[src/rtl/stopwake_pkg.sv]
package stopwake_pkg;

    typedef enum logic [1:0] {
        ST_RUN     = 2'd0,
        ST_STOP    = 2'd1,
        ST_RECOVER = 2'd2
    } pwr_state_e;

    typedef enum logic [2:0] {
        SRC_NONE  = 3'd0,
        SRC_RESET = 3'd1,
        SRC_BREAK = 3'd2,
        SRC_IRQ   = 3'd3,
        SRC_KBD   = 3'd4,
        SRC_TBASE = 3'd5
    } wake_src_e;

    typedef struct packed {
        logic rst_lvl;
        logic brk;
        logic irq_fall;
        logic kbd_fall;
        logic tb_roll;
    } wake_req_t;

    localparam logic [15:0] VEC_RESET = 16'hFFFE;
    localparam logic [15:0] VEC_BREAK = 16'hFFFC;
    localparam logic [15:0] VEC_IRQ   = 16'hFFFA;
    localparam logic [15:0] VEC_KBD   = 16'hFFDE;
    localparam logic [15:0] VEC_TBASE = 16'hFFDC;

    function automatic logic [15:0] vector_of(input wake_src_e src);
        logic [15:0] v;
        case (src)
            SRC_RESET: v = VEC_RESET;
            SRC_BREAK: v = VEC_BREAK;
            SRC_IRQ:   v = VEC_IRQ;
            SRC_KBD:   v = VEC_KBD;
            SRC_TBASE: v = VEC_TBASE;
            default:   v = 16'h0000;
        endcase
        return v;
    endfunction

    function automatic logic needs_recovery(input wake_src_e src);
        return (src != SRC_TBASE) && (src != SRC_NONE);
    endfunction

endpackage

[src/rtl/stopwake_sync.sv]
module stopwake_sync #(
    parameter int          W       = 1,
    parameter int          STAGES  = 2,
    parameter logic [W-1:0] RST_VAL = '0
) (
    input  logic         clk,
    input  logic         rst,
    input  logic [W-1:0] d,
    output logic [W-1:0] q
);
    logic [W-1:0] pipe [STAGES];

    always_ff @(posedge clk) begin
        if (rst) begin
            for (int i = 0; i < STAGES; i++) pipe[i] <= RST_VAL;
        end else begin
            pipe[0] <= d;
            for (int i = 1; i < STAGES; i++) pipe[i] <= pipe[i-1];
        end
    end

    assign q = pipe[STAGES-1];
endmodule

[src/rtl/stopwake_fall.sv]
module stopwake_fall #(
    parameter int W      = 1,
    parameter int STAGES = 2
) (
    input  logic         clk,
    input  logic         rst,
    input  logic [W-1:0] pins,
    output logic [W-1:0] fall
);
    localparam logic [W-1:0] IDLE = '1;

    logic [W-1:0] cur;
    logic [W-1:0] prev;

    stopwake_sync #(.W(W), .STAGES(STAGES), .RST_VAL(IDLE)) u_sync (
        .clk (clk),
        .rst (rst),
        .d   (pins),
        .q   (cur)
    );

    always_ff @(posedge clk) begin
        if (rst) prev <= IDLE;
        else     prev <= cur;
    end

    assign fall = prev & ~cur;
endmodule

[src/rtl/stopwake_prio.sv]
module stopwake_prio
    import stopwake_pkg::*;
(
    input  wake_req_t req,
    output wake_src_e src
);
    always_comb begin
        if (req.rst_lvl)       src = SRC_RESET;
        else if (req.brk)      src = SRC_BREAK;
        else if (req.irq_fall) src = SRC_IRQ;
        else if (req.kbd_fall) src = SRC_KBD;
        else if (req.tb_roll)  src = SRC_TBASE;
        else                   src = SRC_NONE;
    end
endmodule

[src/rtl/stopwake_timebase.sv]
module stopwake_timebase #(
    parameter int TB_W = 8
) (
    input  logic clk,
    input  logic rst,
    input  logic run,
    output logic roll
);
    logic [TB_W-1:0] count;

    always_ff @(posedge clk) begin
        if (rst)      count <= '0;
        else if (run) count <= count + 1'b1;
    end

    assign roll = run && (&count);
endmodule

[src/rtl/stopwake_ctrl.sv]
module stopwake_ctrl
    import stopwake_pkg::*;
#(
    parameter int KBD_W        = 4,
    parameter int TB_W         = 8,
    parameter int RECOV_CYCLES = 4096,
    parameter int SYNC_STAGES  = 2
) (
    input  logic             clk,
    input  logic             rst,
    input  logic             stop_req,
    input  logic             wait_mode,
    input  logic             reset_pin_n,
    input  logic             supply_low,
    input  logic             irq_pin,
    input  logic [KBD_W-1:0] kbd_pins,
    input  logic             brk_req,
    input  logic             osc_in_stop,
    input  logic             tb_on,
    input  logic             tb_acc_req,
    input  logic             vec_ack,
    output logic             clk_en,
    output logic             wake_done,
    output logic             vec_valid,
    output logic [15:0]      vec_addr,
    output logic             tb_running,
    output logic             tb_acc_ok
);
    localparam int              CNT_W = (RECOV_CYCLES > 2) ? $clog2(RECOV_CYCLES) : 1;
    localparam logic [CNT_W-1:0] LAST = CNT_W'(RECOV_CYCLES - 1);
    localparam int              EW    = KBD_W + 1;

    pwr_state_e       state;
    logic [CNT_W-1:0] rcnt;
    logic [1:0]       lvl_s;
    logic [EW-1:0]    falls;
    logic             tb_roll;
    wake_req_t        req;
    wake_src_e        src;

    // level causes: {reset_pin_n, supply_low}, idle values 1 and 0
    stopwake_sync #(.W(2), .STAGES(SYNC_STAGES), .RST_VAL(2'b10)) u_lvl (
        .clk (clk),
        .rst (rst),
        .d   ({reset_pin_n, supply_low}),
        .q   (lvl_s)
    );

    stopwake_fall #(.W(EW), .STAGES(SYNC_STAGES)) u_fall (
        .clk  (clk),
        .rst  (rst),
        .pins ({irq_pin, kbd_pins}),
        .fall (falls)
    );

    assign tb_running = tb_on && ((state == ST_RUN) || osc_in_stop);

    stopwake_timebase #(.TB_W(TB_W)) u_tb (
        .clk  (clk),
        .rst  (rst),
        .run  (tb_running),
        .roll (tb_roll)
    );

    always_comb begin
        req.rst_lvl  = ~lvl_s[1] | lvl_s[0];
        req.brk      = brk_req;
        req.irq_fall = falls[EW-1];
        req.kbd_fall = |falls[KBD_W-1:0];
        req.tb_roll  = tb_roll;
    end

    stopwake_prio u_prio (
        .req (req),
        .src (src)
    );

    always_ff @(posedge clk) begin
        if (rst) begin
            state     <= ST_RUN;
            rcnt      <= '0;
            vec_valid <= 1'b0;
            vec_addr  <= 16'h0000;
            wake_done <= 1'b0;
        end else begin
            wake_done <= 1'b0;
            if (vec_ack) vec_valid <= 1'b0;
            case (state)
                ST_RUN: begin
                    if (stop_req) state <= ST_STOP;
                end
                ST_STOP: begin
                    if (src != SRC_NONE) begin
                        vec_addr  <= vector_of(src);
                        vec_valid <= 1'b1;
                        if (needs_recovery(src)) begin
                            state <= ST_RECOVER;
                            rcnt  <= '0;
                        end else begin
                            state     <= ST_RUN;
                            wake_done <= 1'b1;
                        end
                    end
                end
                ST_RECOVER: begin
                    if (rcnt == LAST) begin
                        state     <= ST_RUN;
                        wake_done <= 1'b1;
                    end else begin
                        rcnt <= rcnt + 1'b1;
                    end
                end
                default: state <= ST_RUN;
            endcase
        end
    end

    assign clk_en    = (state == ST_RUN);
    assign tb_acc_ok = tb_acc_req && clk_en && !wait_mode;
endmodule

[config.mk]
export PLATFORM = sky130hd
export DESIGN_NAME = stopwake_ctrl
export DESIGN_NICKNAME = d
export VERILOG_FILES = /design/src/rtl/stopwake_pkg.sv /design/src/rtl/stopwake_sync.sv /design/src/rtl/stopwake_fall.sv /design/src/rtl/stopwake_prio.sv /design/src/rtl/stopwake_timebase.sv /design/src/rtl/stopwake_ctrl.sv
export SDC_FILE = /design/constraint.sdc
export NUM_CORES = 1
export LEC_CHECK = 0
export BUFFER_PORTS_ARGS = -buffer_cell sky130_fd_sc_hd__buf_2
export CORE_ASPECT_RATIO = 0.5
export CORE_MARGIN = 4
export CORE_UTILIZATION = 59
export CTS_CLUSTER_SIZE = 14
export DETAILED_ROUTE_END_ITERATION = 12
export PLACE_DENSITY = 0.94
export SKIP_CTS_REPAIR_TIMING = 1
export SYNTH_ARGS = -nofsm -noshare
export SYNTH_HDL_FRONTEND = slang
export SYNTH_SLANG_ARGS = --single-unit
[constraint.sdc]
create_clock -name clk -period 3 [get_ports clk]
set_clock_uncertainty 0.05 [all_clocks]
set_input_delay 0.45 -clock clk [delete_from_list [all_inputs] [get_ports clk]]
set_output_delay 0.45 -clock clk [all_outputs]
set_load 0.02 [all_outputs]
=== Word-level counts from Yosys, hierarchy flattened ===
Memory sizes are Yosys's and may differ from the RTL's.
Index checks and enable logic that the tools add are counted.

* Muxes and demuxes: 29
* Add/subtract/negate cells: 2
* Reduce and logical (&&, ||, !) cells: 15
* Bitwise gates (word level): 8
* Equal/unequal tests: 14

{| class="wikitable"
|+ Operator list
! cell !! number
|-
| 16-bit case mux with 5 select lines || 1
|-
| 12-bit two-way mux || 3
|-
| 12-bit case mux with 2 select lines || 1
|-
| 3-bit two-way mux || 5
|-
| 12-bit by 1-bit adder with 12-bit output, second input constant || 1
|-
| 12-bit equality test, second input constant || 1
|-
| 2-bit two-way mux || 6
|-
| 5-bit two-way mux || 2
|-
| 2-bit inequality test, second input constant || 5
|-
| 1-bit two-way mux || 9
|-
| 8-bit by 1-bit adder with 8-bit output, second input constant || 1
|-
| 8-bit AND reduction || 1
|-
| 3-bit by 2-bit equality test with 1-bit output, second input constant || 2
|-
| 3-bit equality test, second input constant || 2
|-
| 2-bit case mux with 3 select lines || 1
|-
| 5-bit AND || 1
|-
| 1-bit logical AND || 5
|-
| 5-bit NOT || 1
|-
| 1-bit bitwise OR || 5
|-
| 4-bit AND reduction || 1
|-
| 4-bit OR reduction || 1
|-
| 3-bit by 1-bit equality test with 1-bit output, second input constant || 1
|-
| 3-bit inequality test, second input constant || 1
|-
| 3-bit AND reduction || 1
|-
| other kinds (10) || 10
|}

* Memory bits (writable): 14
* Input port bits: 16
* Output and inout port bits: 21
* Memories: 2
* Register bits after elaboration: 45

{| class="wikitable"
|+ Memories
! memory !! depth !! width !! read ports !! clocked after memory_dff !! wr ports !! line !! source
|-
| u_fall.u_sync.pipe || 2 || 5 || 2 || 0 || 2 || stopwake_sync.sv:11 || <nowiki>logic [W-1:0] pipe [STAGES];</nowiki>
|-
| u_lvl.pipe || 2 || 2 || 2 || 0 || 2 || stopwake_sync.sv:11 ||
|}

=== Depth between registers and ports, before layout ===
Gate-level depths: netlist (run 1).

* Word-level depth: 14
* Depth in mapped cells: 8

=== Cells and area by module ===
Synthesis (run 1) repeated with hierarchy kept, for this count alone.

* Cells, all modules: 261
* Area total of the unflattened synthesis: 2339.7 µm²

{| class="wikitable"
|+ By module, submodules not included
! module !! times used !! cells each !! area an instance (µm²)
|-
| stopwake_ctrl || 1 || 165 || 1365.1
|-
| stopwake_timebase || 1 || 39 || 354.1
|-
| stopwake_sync at u_fall.u_sync || 1 || 25 || 300.3
|-
| stopwake_fall || 1 || 15 || 162.7
|-
| stopwake_sync at u_lvl || 1 || 10 || 120.1
|-
| stopwake_prio || 1 || 7 || 37.5
|}

=== Worst setup path before layout (run 1) ===
No wires, ideal clock.

* Path kind: register to register
* Start: register state[0]
* End: register state[0]
* Setup time: 0.116 ns
* Slack: 0.969 ns
* Path buffers: 0
* Cell stages (with the launch flop): 9
* Arrival time: 1.865 ns
* Path through: dfxtp_1 > inv_1 > ha_1 > o21ai_2 > inv_2 > and4_1 > o41ai_2 > o21ai_0 > o211a_1

* Cells in the longest elaborated chain, start to end: 12

{| class="wikitable"
|+ RTL lines
! what !! line !! source
|-
| start, declared || stopwake_ctrl.sv:33 || <nowiki>pwr_state_e state;</nowiki>
|-
| start signal, assigned || stopwake_ctrl.sv:80 || <nowiki>state <= ST_RUN;</nowiki>
|-
| start signal, assigned || stopwake_ctrl.sv:90 || <nowiki>if (stop_req) state <= ST_STOP;</nowiki>
|-
| start signal, assigned || stopwake_ctrl.sv:97 || <nowiki>state <= ST_RECOVER;</nowiki>
|-
| 2-bit zero test || n/a ||
|-
| via clk_en || stopwake_ctrl.sv:22 || <nowiki>output logic clk_en,</nowiki>
|-
| 1-bit logical OR || stopwake_ctrl.sv:56 || <nowiki>assign tb_running = tb_on && ((state == ST_RUN) || osc_in_stop);</nowiki>
|-
| 1-bit logical AND || stopwake_ctrl.sv:56 ||
|-
| via tb_running || stopwake_ctrl.sv:26 || <nowiki>output logic tb_running,</nowiki>
|-
| 1-bit logical AND || stopwake_timebase.sv:16 || <nowiki>assign roll = run && (&count);</nowiki>
|-
| 3-bit two-way mux || stopwake_prio.sv:12 || <nowiki>else if (req.tb_roll) src = SRC_TBASE;</nowiki>
|-
| 3-bit two-way mux || stopwake_prio.sv:11 || <nowiki>else if (req.kbd_fall) src = SRC_KBD;</nowiki>
|-
| 3-bit two-way mux || stopwake_prio.sv:10 || <nowiki>else if (req.irq_fall) src = SRC_IRQ;</nowiki>
|-
| 3-bit two-way mux || stopwake_prio.sv:9 || <nowiki>else if (req.brk) src = SRC_BREAK;</nowiki>
|-
| 3-bit two-way mux || stopwake_prio.sv:8 || <nowiki>if (req.rst_lvl) src = SRC_RESET;</nowiki>
|-
| 3-bit nonzero test || stopwake_ctrl.sv:93 || <nowiki>if (src != SRC_NONE) begin</nowiki>
|-
| 2-bit inequality test (no line) || n/a ||
|-
| 3-bit AND reduction (no line) || n/a ||
|}

The timed path passes the listed nets, and every way through them passes these cells.
A chain may end at the register's enable or synchronous reset.

=== Worst setup path in the final report (run 1) ===
* Start: register state[0]
* End: register state[1]

* Cells in the longest elaborated chain, start to end: 14

{| class="wikitable"
|+ RTL lines
! what !! line !! source
|-
| 2-bit zero test || stopwake_ctrl.sv:56, stopwake_ctrl.sv:88 ||
|-
| 1-bit logical OR || stopwake_ctrl.sv:56 ||
|-
| 1-bit logical AND || stopwake_ctrl.sv:56 ||
|-
| 1-bit logical AND || stopwake_timebase.sv:16 ||
|-
| 3-bit two-way mux || stopwake_prio.sv:12 ||
|-
| 3-bit two-way mux || stopwake_prio.sv:11 ||
|-
| 3-bit two-way mux || stopwake_prio.sv:10 ||
|-
| 3-bit two-way mux || stopwake_prio.sv:9 ||
|-
| 3-bit two-way mux || stopwake_prio.sv:8 ||
|-
| 3-bit inequality test / 3-bit nonzero test (equally long branches) || stopwake_pkg.sv:46, stopwake_ctrl.sv:93 ||
|-
| 1-bit logical AND || stopwake_pkg.sv:46 || <nowiki>return (src != SRC_TBASE) && (src != SRC_NONE);</nowiki>
|-
| 2-bit two-way mux || stopwake_ctrl.sv:96 || <nowiki>if (needs_recovery(src)) begin</nowiki>
|-
| 2-bit two-way mux || stopwake_ctrl.sv:93 ||
|-
| 2-bit case mux with 3 select lines || stopwake_ctrl.sv:88 || <nowiki>case (state)</nowiki>
|}

Several ways; a longest one is shown, not always the timed one. The select of a mux whose other input is x is not followed.

==> results of run 1 <==
state kept, by name (all words and copies together) (netlist names):
| signal | count |
|---|---|
| wake_done | 1 |
| state | 2 |
| rcnt | 12 |
| vec_addr | 4 |
| u_fall.prev | 5 |
| vec_valid | 1 |
| u_fall.u_sync.pipe | 10 |
| u_lvl.pipe | 4 |
| u_tb.count | 8 |
path summary, 6_finish.rpt:
check,depth (start not counted),slack (ns),startpoint,endpoint
setup / recovery,8,0.72,state[0]$_SDFFE_PP0P_,state[1]$_SDFFE_PP0P_
hold / removal,2,0.27,irq_pin,u_fall.u_sync.pipe[0][4]$_SDFF_PP1_
hold reg to reg,1,0.36,u_fall.u_sync.pipe[0][0]$_SDFF_PP1_,u_fall.u_sync.pipe[0][5]$_SDFF_PP1_
setup reg to reg,8,0.72,state[0]$_SDFFE_PP0P_,state[1]$_SDFFE_PP0P_
worst max-delay path, stage by stage (launching register included):
cell                      delay (ns)
sky130_fd_sc_hd__dfxtp_1        0.34
sky130_fd_sc_hd__inv_1          0.07
sky130_fd_sc_hd__ha_1           0.28
sky130_fd_sc_hd__o21ai_2        0.23
sky130_fd_sc_hd__inv_2          0.11
sky130_fd_sc_hd__and4_1         0.27
sky130_fd_sc_hd__o41ai_2        0.50
sky130_fd_sc_hd__o21ai_0        0.20
sky130_fd_sc_hd__a21oi_1        0.17
metal layers:
layer / track usage, % / vias up
li1: - / 821
met1: 20.2 / 784
met2: 36.8 / 73
met3: 5.62 / 20
met4: 10.0 / 0
met5: 0 / -
cells in the mapped netlist, types with 2 or more instances:
cell type,instances
sky130_fd_sc_hd__a211oi_1,2
sky130_fd_sc_hd__a21oi_1,12
sky130_fd_sc_hd__a311oi_1,9
sky130_fd_sc_hd__a31o_2,2
sky130_fd_sc_hd__a41oi_1,4
sky130_fd_sc_hd__and3_1,3
sky130_fd_sc_hd__buf_2,3
sky130_fd_sc_hd__buf_4,12
sky130_fd_sc_hd__clkbuf_1,6
sky130_fd_sc_hd__dfxtp_1,47
sky130_fd_sc_hd__ha_1,5
sky130_fd_sc_hd__inv_1,9
sky130_fd_sc_hd__nand2_1,13
sky130_fd_sc_hd__nand2b_1,9
sky130_fd_sc_hd__nand3_1,8
sky130_fd_sc_hd__nand4_1,2
sky130_fd_sc_hd__nor2_1,17
sky130_fd_sc_hd__nor2b_1,5
sky130_fd_sc_hd__nor3_1,2
sky130_fd_sc_hd__nor3b_1,2
sky130_fd_sc_hd__o21ai_0,9
sky130_fd_sc_hd__or2_2,18
sky130_fd_sc_hd__xnor2_1,2
sky130_fd_sc_hd__xor2_1,5
stage by stage:
stage                     hold slack (ns)  utilization, %  std cells
after floorplan                     0.339               -        225
after global placement              0.343            68.7        288
after detailed placement            0.342            68.7        288
after CTS                           0.269            71.6        296
after global routing                0.268            71.6        296
final                               0.271            71.6        296
final cells by class:
| class | count | area share, % |
|---|---|---|
| well taps | 48 | 2.65 |
| clock inverters | 2 | 0.772 |
| multi-input cells | 147 | 42.2 |
| inverters | 10 | 1.65 |
| flip-flops and latches | 47 | 41.5 |
| clock buffers | 6 | 3.20 |
| repair buffers | 36 | 8.05 |
power groups by stage:
stage,Combinational (W),Clock (W),Sequential (W)
floorplan,0.000166,0,0.000686
global placement,0.000206,0,0.000677
detailed placement,0.000216,0,0.000679
CTS,0.000219,0.000381,0.000665
global route,0.000239,0.000412,0.000670
finish,0.000220,0.000378,0.000665
cell families (layout without fill, tap and decap cells):
kind of cell,Yosys count,after routing,synth area share (%)
fa+ha+maj,5,5,3.03
buf+inv,31,54,8.00
compound gates,51,51,18.8
flops,47,47,45.6
xor+xnor,7,7,2.97
other cells,1,1,0.182
simple gates,83,83,21.5
==> results.cfg, run 1 <==
[floorplan]
horiz_die_dim_um = 91.7
boundaryPins = 37
die_ht_um = 49.8
fp.dieArea_um2 = 4570
rows = 14
floorplan.core_area_um2 = 3170
initial_utilization_pct = 65.1

[pwr]
power_leakage_nw = 0.890
power.share.combinational_pct = 17.4
power.internal_w = 0.000894
design_power_total_w = 0.00126
power.ir.vdd_worst_mv = 0.333
power.switching_w = 0.000369
swShare_pct = 29.2
pwr_density_cell_nw_per_um2 = 557
clock_network_power_share_pct = 29.9
seq_power_share_pct = 52.7

[sta]
hold_violation_count_in_the_final_report = 0
final-max-slew-violation-count = 0
tns_ns = 0
min_period_ns = 2.28
rsz0062_at_grt = false
timing.final.crit_share_pct = 75.9
number_of_setup_violations_in_the_final_report = 0
timing.slew.headroom_pct = 52.2
layout_setup_ws_ns = 0.724
max_freq_mhz = 439
tightest_slew_ns = 0.716

[clocking]
worstSkewPairLatency_ns = 0.30
cts_max_path_buffers = 2
clock_sinks = 47
ctsRootBufferMaster = sky130_fd_sc_hd__clkbuf_8
clkTransAtPathRegs_ns = 0.09
cts_tree = done
cts_buffers = 5
htree_levels = 2

[routing]
number_of_violations_reported_at_the_end_of_detailed_routing_iteration_0 = 78
number_of_nets_with_antenna_violations_after_routing = 0
number_of_vias_after_detailed_routing = 1698
detail_route.wirelength_mm = 4.34
wl_per_cell_um = 14.7
detailroute.wirelength.met3_um = 227
topRoutingLayerUsed = met4
routedLengthMet1_mm = 1.81
drcViolationCount = 0
dr.pass1.iters = 5
vias_per_cell = 5.74
detailroute.wirelength.met2_mm = 2.18

[global_route]
grtUsageTotal_pct = 19.7
grt_first_pass_wirelength_mm = 7.20
antenna_found_initial = 0
largest_net_degree_at_the_start_of_global_routing = 48
first_global_vias = 1640
grt.overflow.total = 0

[setup_path]
timing.critical_path.required_ns = 3.18
setup.worst_path.start_class = flip-flop
worstSetupEndpointType = flip-flop
critical_path_peak_fanout = 7
timing.critical_path.arrival_ns = 2.45
timing.setup.critical_path_class = flip-flop to flip-flop

[finish]
filler_cell_count = 235
synthToLayoutAreaGrowth_pct = 9.94
post-route-cell-area_um2 = 2270
final_net_count = 268
layout_commonest_cell = sky130_fd_sc_hd__dfxtp_1
most-common-layout-cells = sky130_fd_sc_hd__dfxtp_1 (47), sky130_fd_sc_hd__buf_2 (35), sky130_fd_sc_hd__or2_2 (18)
final-seq-area_um2 = 941
diodes = 0
multi_input_area_um2 = 958
drive_gt1_share_pct = 27.8

[yosys]
synth_sequential_area_ratio_pct = 45.6
post_synth.cell_area_avg_um2 = 9.18
number_of_flip_flops_and_latches_in_the_synthesized_netlist = 47
netlist.top_cell.by_area = sky130_fd_sc_hd__dfxtp_1
synth_edf_count = 0
synthTopCellsByArea = sky130_fd_sc_hd__dfxtp_1 (46%), sky130_fd_sc_hd__or2_2 (5.5%), sky130_fd_sc_hd__buf_4 (4.4%), sky130_fd_sc_hd__a311oi_1 (3.8%), sky130_fd_sc_hd__nor2_1 (3.1%)
synth.cell_area_um2 = 2060
syn-num-nets = 246
netlist_instances = 225
synth_ff_type = sky130_fd_sc_hd__dfxtp_1
synth_async_sr_flop_share_pct = 0
yosys.area.top_type_share_pct = 45.6
ys_warn_count = 0
post_synth_num_cell_types = 43

[flow_run]
maxCapViolCount = 0

[placement]
globalplace.congestion = 0.838
detailedPlacementHpwl_mm = 3.02
place.port_buffers = 35
post-place-ws_ns = 0.779
dpl-instance-area_um2 = 2180

[outcome]
run_status = finished clean

[min_path]
worst_hold_path_class = input port to flip-flop
Note: power is estimated with default switching activity, not from simulation.
==> run 2: changes to the inputs <==
CORE_UTILIZATION = 49   (was 59)
PLACE_DENSITY = 0.84   (was 0.94)
clock period = 1.87 ns   (was 3 ns; I/O delays follow)
==> results.cfg, run 2 (synthesis results as in run 1) <==
[global_route]
largest_net_degree_at_the_start_of_global_routing = 26
antenna_found_initial = 0
grt_first_pass_wirelength_mm = 6.88
first_global_vias = 1575
grtUsageTotal_pct = 16.2
grt.overflow.total = 0

[finish]
post-route-cell-area_um2 = 2570
layout_commonest_cell = sky130_fd_sc_hd__dfxtp_1
diodes = 0
synthToLayoutAreaGrowth_pct = 24.4
top_register = rcnt
drive_gt1_share_pct = 39.9
final_net_count = 293
number_of_flip_flops_under_the_largest_register_name = 12
most-common-layout-cells = sky130_fd_sc_hd__dfxtp_1 (42), sky130_fd_sc_hd__buf_2 (36), sky130_fd_sc_hd__buf_4 (24)
top_regs = rcnt: 12 flops, u_fall.u_sync.pipe: 10 flops, u_tb.count: 8 flops
finalNonFillerCells = 327
filler_cell_count = 327

[sta]
final-max-slew-violation-count = 0
rsz0062_at_grt = true
tightest_slew_ns = 0.553
timing.slew.headroom_pct = 63.1
max_freq_mhz = 540
tns_ns = 0
min_period_ns = 1.85
number_of_setup_violations_in_the_final_report = 0
hold_violation_count_in_the_final_report = 0
timing.final.crit_share_pct = 99.0

[pwr]
power.ir.vdd_worst_mv = 0.404
power_leakage_nw = 1.02
pwr_density_cell_nw_per_um2 = 821
design_power_total_w = 0.00211

[routing]
number_of_violations_reported_at_the_end_of_detailed_routing_iteration_0 = 58
dr.pass1.iters = 4
number_of_vias_after_detailed_routing = 1742
drcViolationCount = 0
detail_route.wirelength_mm = 4.54
wl_per_cell_um = 13.9
number_of_nets_with_antenna_violations_after_routing = 0
vias_per_cell = 5.33

[setup_path]
slowest_cell_on_the_critical_path = sky130_fd_sc_hd__o41ai_4
worstSetupEndpointType = flip-flop
reg2reg_setup_slack_ns = 0.02
worst-r2r-cell-count = 8
worstReg2RegStart = state[1]$_SDFFE_PP0P_
critPathTopFamily = compound AO/OA/AOI/OAI gates
path_buf_inv = 2
setup.worst_path.start_class = flip-flop
timing.setup.critical_path_class = flip-flop to flip-flop
timing.critical_path.required_ns = 2.01
critical_path_peak_fanout = 5
cp_slowest_stage_delay_ns = 0.41
timing.critical_path.arrival_ns = 1.99
crit_path_cell_trace = inv_4, ha_4, o21ai_4, inv_2, and4_4, o41ai_4, o21ai_1, o211a_1
worst_r2r_endpoint = state[0]$_SDFFE_PP0P_

[clocking]
htree_levels = 2
clkTransAtPathRegs_ns = 0.09
cts_buffers = 5
cts_tree = done
clock_sinks = 47
cts_max_path_buffers = 2
worstSkewPairLatency_ns = 0.30
ctsRootBufferMaster = sky130_fd_sc_hd__clkbuf_8

[floorplan]
fp.dieArea_um2 = 5380
floorplan.core_area_um2 = 3980
boundaryPins = 37
initial_utilization_pct = 51.8
horiz_die_dim_um = 99.8
die_ht_um = 53.9
rows = 16

[placement]
dpl-instance-area_um2 = 2340
detailedPlacementHpwl_mm = 3.04
globalplace.congestion = 0.844
post-place-cells = 313
place.port_buffers = 35

[min_path]
hold-path-cell-count = 2
min_to = u_fall.u_sync.pipe[0][0]$_SDFF_PP1_
worst_hold_path_class = input port to flip-flop
hold_path.startpoint = kbd_pins[0]

[flow_run]
maxCapViolCount = 0

[outcome]
run_status = finished clean
==> run 2: how the worst max path moves through the flow <==
stage	slack [ns]	start	end	cells past startpoint
2_1_floorplan	0.009	state[1]$_SDFFE_PP0P_	state[0]$_SDFFE_PP0P_	8
3_3_place_gp	0.08	state[1]$_SDFFE_PP0P_	state[0]$_SDFFE_PP0P_	8
3_5_place_dp	-0.07	state[1]$_SDFFE_PP0P_	state[1]$_SDFFE_PP0P_	8
4_1_cts	-0.09	state[1]$_SDFFE_PP0P_	state[1]$_SDFFE_PP0P_	8
5_1_grt	-0.09	rcnt[1]$_SDFFE_PP0P_	rcnt[3]$_SDFFE_PP0P_	8
6_report	0.02	state[1]$_SDFFE_PP0P_	state[0]$_SDFFE_PP0P_	8
==> run 2: power breakdown <==
group	switching [W]	internal, W	total [W]
Sequential	0.0000292	0.00104	0.00107
Combinational	0.000246	0.000174	0.000420
Clock	0.000352	0.000267	0.000619
==> run 2: final cells by class <==
| class | count | area [µm²] | area share (%) |
|---|---|---|---|
| Clock inverter | 3 | 25.0 | 0.974 |
| Sequential cell | 47 | 950 | 37.0 |
| Clock buffer | 5 | 68.8 | 2.68 |
| Tap cell | 54 | 67.6 | 2.63 |
| Multi-Input combinational cell | 147 | 1040 | 40.6 |
| Timing Repair Buffer | 61 | 372 | 14.5 |
| Inverter | 10 | 42.5 | 1.66 |
==> run 2: per-stage QoR <==
| stage | hold slack [ns] | utilization, % | setup slack (ns) |
|---|---|---|---|
| 6_report | 0.106 | 64.5 | 0.0185 |
| 5_1_grt | 0.0958 | 64.5 | -0.0864 |
| 3_3_place_gp | 0.341 | 58.9 | 0.0832 |
| 3_5_place_dp | 0.342 | 58.9 | -0.0693 |
| 4_1_cts | 0.0939 | 61.2 | -0.0918 |
| 2_1_floorplan | 0.334 | - | 0.00892 |
==> run 2: worst reg2reg max path: stages (launching register included) <==
cell	delay, ns
sky130_fd_sc_hd__dfxtp_4	0.39
sky130_fd_sc_hd__inv_4	0.05
sky130_fd_sc_hd__ha_4	0.17
sky130_fd_sc_hd__o21ai_4	0.18
sky130_fd_sc_hd__inv_2	0.05
sky130_fd_sc_hd__and4_4	0.19
sky130_fd_sc_hd__o41ai_4	0.41
sky130_fd_sc_hd__o21ai_1	0.13
sky130_fd_sc_hd__o211a_1	0.13
==> run 2: metal layers <==
metal	part of all wire (%)	GRT usage, %
met4	1.0	5.44
met1	45	19.5
met5	0	0
met2	47	28.3
met3	7.1	4.79
==> run 3: changes to the inputs <==
SETUP_SLACK_MARGIN = 0.4   (was unset)
==> results.cfg, run 3 (synthesis results as in run 1) <==
[pwr]
pwr_density_cell_nw_per_um2 = 817
power.ir.vdd_worst_mv = 0.374
design_power_total_w = 0.00218
power_leakage_nw = 1.05

[sta]
number_of_setup_violations_in_the_final_report = 0
max_freq_mhz = 560
hold_violation_count_in_the_final_report = 0
rsz0062_at_grt = true
timing.slew.headroom_pct = 63.0
min_period_ns = 1.79
final-max-slew-violation-count = 0
timing.final.crit_share_pct = 95.6
tightest_slew_ns = 0.555
fin_hold_ws_ns = 0.0991
tns_ns = 0

[setup_path]
worstSetupEndpoint = state[0]$_SDFFE_PP0P_
timing.setup.critical_path_class = flip-flop to flip-flop
crit_path_start = state[1]$_SDFFE_PP0P_
worstReg2RegStart = state[1]$_SDFFE_PP0P_
worstSetupEndpointType = flip-flop
critical_path_peak_fanout = 5
setup.worst_path.start_class = flip-flop
timing.critical_path.arrival_ns = 1.93
timing.critical_path.required_ns = 2.01
worst_r2r_endpoint = state[0]$_SDFFE_PP0P_
reg2reg_setup_slack_ns = 0.08
worst-r2r-cell-count = 8

[clocking]
clock_sinks = 47
clkTransAtPathRegs_ns = 0.10
ctsRootBufferMaster = sky130_fd_sc_hd__clkbuf_8
cts_max_path_buffers = 2
cts_tree = done
htree_levels = 2
worstSkewPairLatency_ns = 0.30
cts_buffers = 5

[routing]
wl_per_cell_um = 14.4
number_of_vias_after_detailed_routing = 1775
dr.pass1.iters = 4
vias_per_cell = 5.48
number_of_nets_with_antenna_violations_after_routing = 0
number_of_violations_reported_at_the_end_of_detailed_routing_iteration_0 = 207
detail_route.wirelength_mm = 4.67
drcViolationCount = 0

[finish]
post-route-cell-area_um2 = 2670
number_of_flip_flops_under_the_largest_register_name = 12
layout_commonest_cell = sky130_fd_sc_hd__dfxtp_1
most-common-layout-cells = sky130_fd_sc_hd__dfxtp_1 (36), sky130_fd_sc_hd__buf_2 (33), sky130_fd_sc_hd__buf_4 (23)
diodes = 0
top_regs = rcnt: 12 flops, u_fall.u_sync.pipe: 10 flops, u_tb.count: 8 flops
synthToLayoutAreaGrowth_pct = 29.5
top_register = rcnt
final_net_count = 290
drive_gt1_share_pct = 47.4

[global_route]
grt_first_pass_wirelength_mm = 7.02
grt.overflow.total = 0
grtUsageTotal_pct = 16.5
antenna_found_initial = 0
largest_net_degree_at_the_start_of_global_routing = 38
first_global_vias = 1593

[floorplan]
fp.dieArea_um2 = 5380
initial_utilization_pct = 51.8
floorplan.core_area_um2 = 3980
horiz_die_dim_um = 99.8
boundaryPins = 37
rows = 16
die_ht_um = 53.9

[outcome]
run_status = finished clean

[min_path]
worst_hold_path_class = input port to flip-flop
hold_path.startpoint = kbd_pins[1]

[placement]
detailedPlacementHpwl_mm = 3.07
place.port_buffers = 35
globalplace.congestion = 0.781
dpl-instance-area_um2 = 2380

[flow_run]
maxCapViolCount = 0
==> run 3: cell type report <==
type,instances,area (µm²)
Clock buffer,5,68.8
Clock inverter,3,28.8
Fill cell,284,1310
Inverter,10,40.0
Multi-Input combinational cell,147,1150
Sequential cell,47,960
Tap cell,54,67.6
Timing Repair Buffer,58,360
==> run 3: how the worst min path moves through the flow <==
stage	to	slack (ns)	cells past startpoint
2_1_floorplan	u_fall.u_sync.pipe[0][0]$_SDFF_PP1_	0.33	1
3_3_place_gp	u_fall.u_sync.pipe[0][7]$_SDFF_PP1_	0.34	1
3_5_place_dp	u_fall.u_sync.pipe[0][7]$_SDFF_PP1_	0.35	1
4_1_cts	u_fall.u_sync.pipe[0][1]$_SDFF_PP1_	0.09	2
5_1_grt	u_fall.u_sync.pipe[0][0]$_SDFF_PP1_	0.09	2
6_report	u_fall.u_sync.pipe[0][1]$_SDFF_PP1_	0.1	2
==> run 3: metal layers <==
layer	GRT usage (%)	wire length [µm]	up-vias	share of wire, %
met5	0	0	-	0
met4	4.99	34	0	0.73
met3	4.27	298	5	6.4
met2	29.5	2230	59	48
met1	19.9	2110	845	45
li1	-	-	866	-
==> run 3: critical path: stages, from the launching register on <==
cell                      delay [ns]
sky130_fd_sc_hd__dfxtp_2        0.36
sky130_fd_sc_hd__inv_2          0.05
sky130_fd_sc_hd__ha_4           0.17
sky130_fd_sc_hd__o21ai_4        0.19
sky130_fd_sc_hd__inv_4          0.06
sky130_fd_sc_hd__and4_4         0.17
sky130_fd_sc_hd__o41ai_4        0.36
sky130_fd_sc_hd__o21ai_1        0.13
sky130_fd_sc_hd__o211a_1        0.13
==> run 3: power by group <==
part	total, W	switching (W)	internal, W	leakage [nW]
combinational	0.000460	0.000268	0.000192	0.612
clock	0.000655	0.000373	0.000282	0.0511
sequential	0.00107	0.0000290	0.00104	0.390
total	0.00218	0.000670	0.00152	1.05
==> run 3: per-stage QoR <==
stage                     util, %  std cells  setup slack, ns
after floorplan                 -        225            0.134
after global placement       59.7        303            0.132
after detailed placement     59.7        303           0.0672
after CTS                    62.2        311           0.0224
after global routing         67.1        324         -0.00858
final                        67.1        324           0.0828
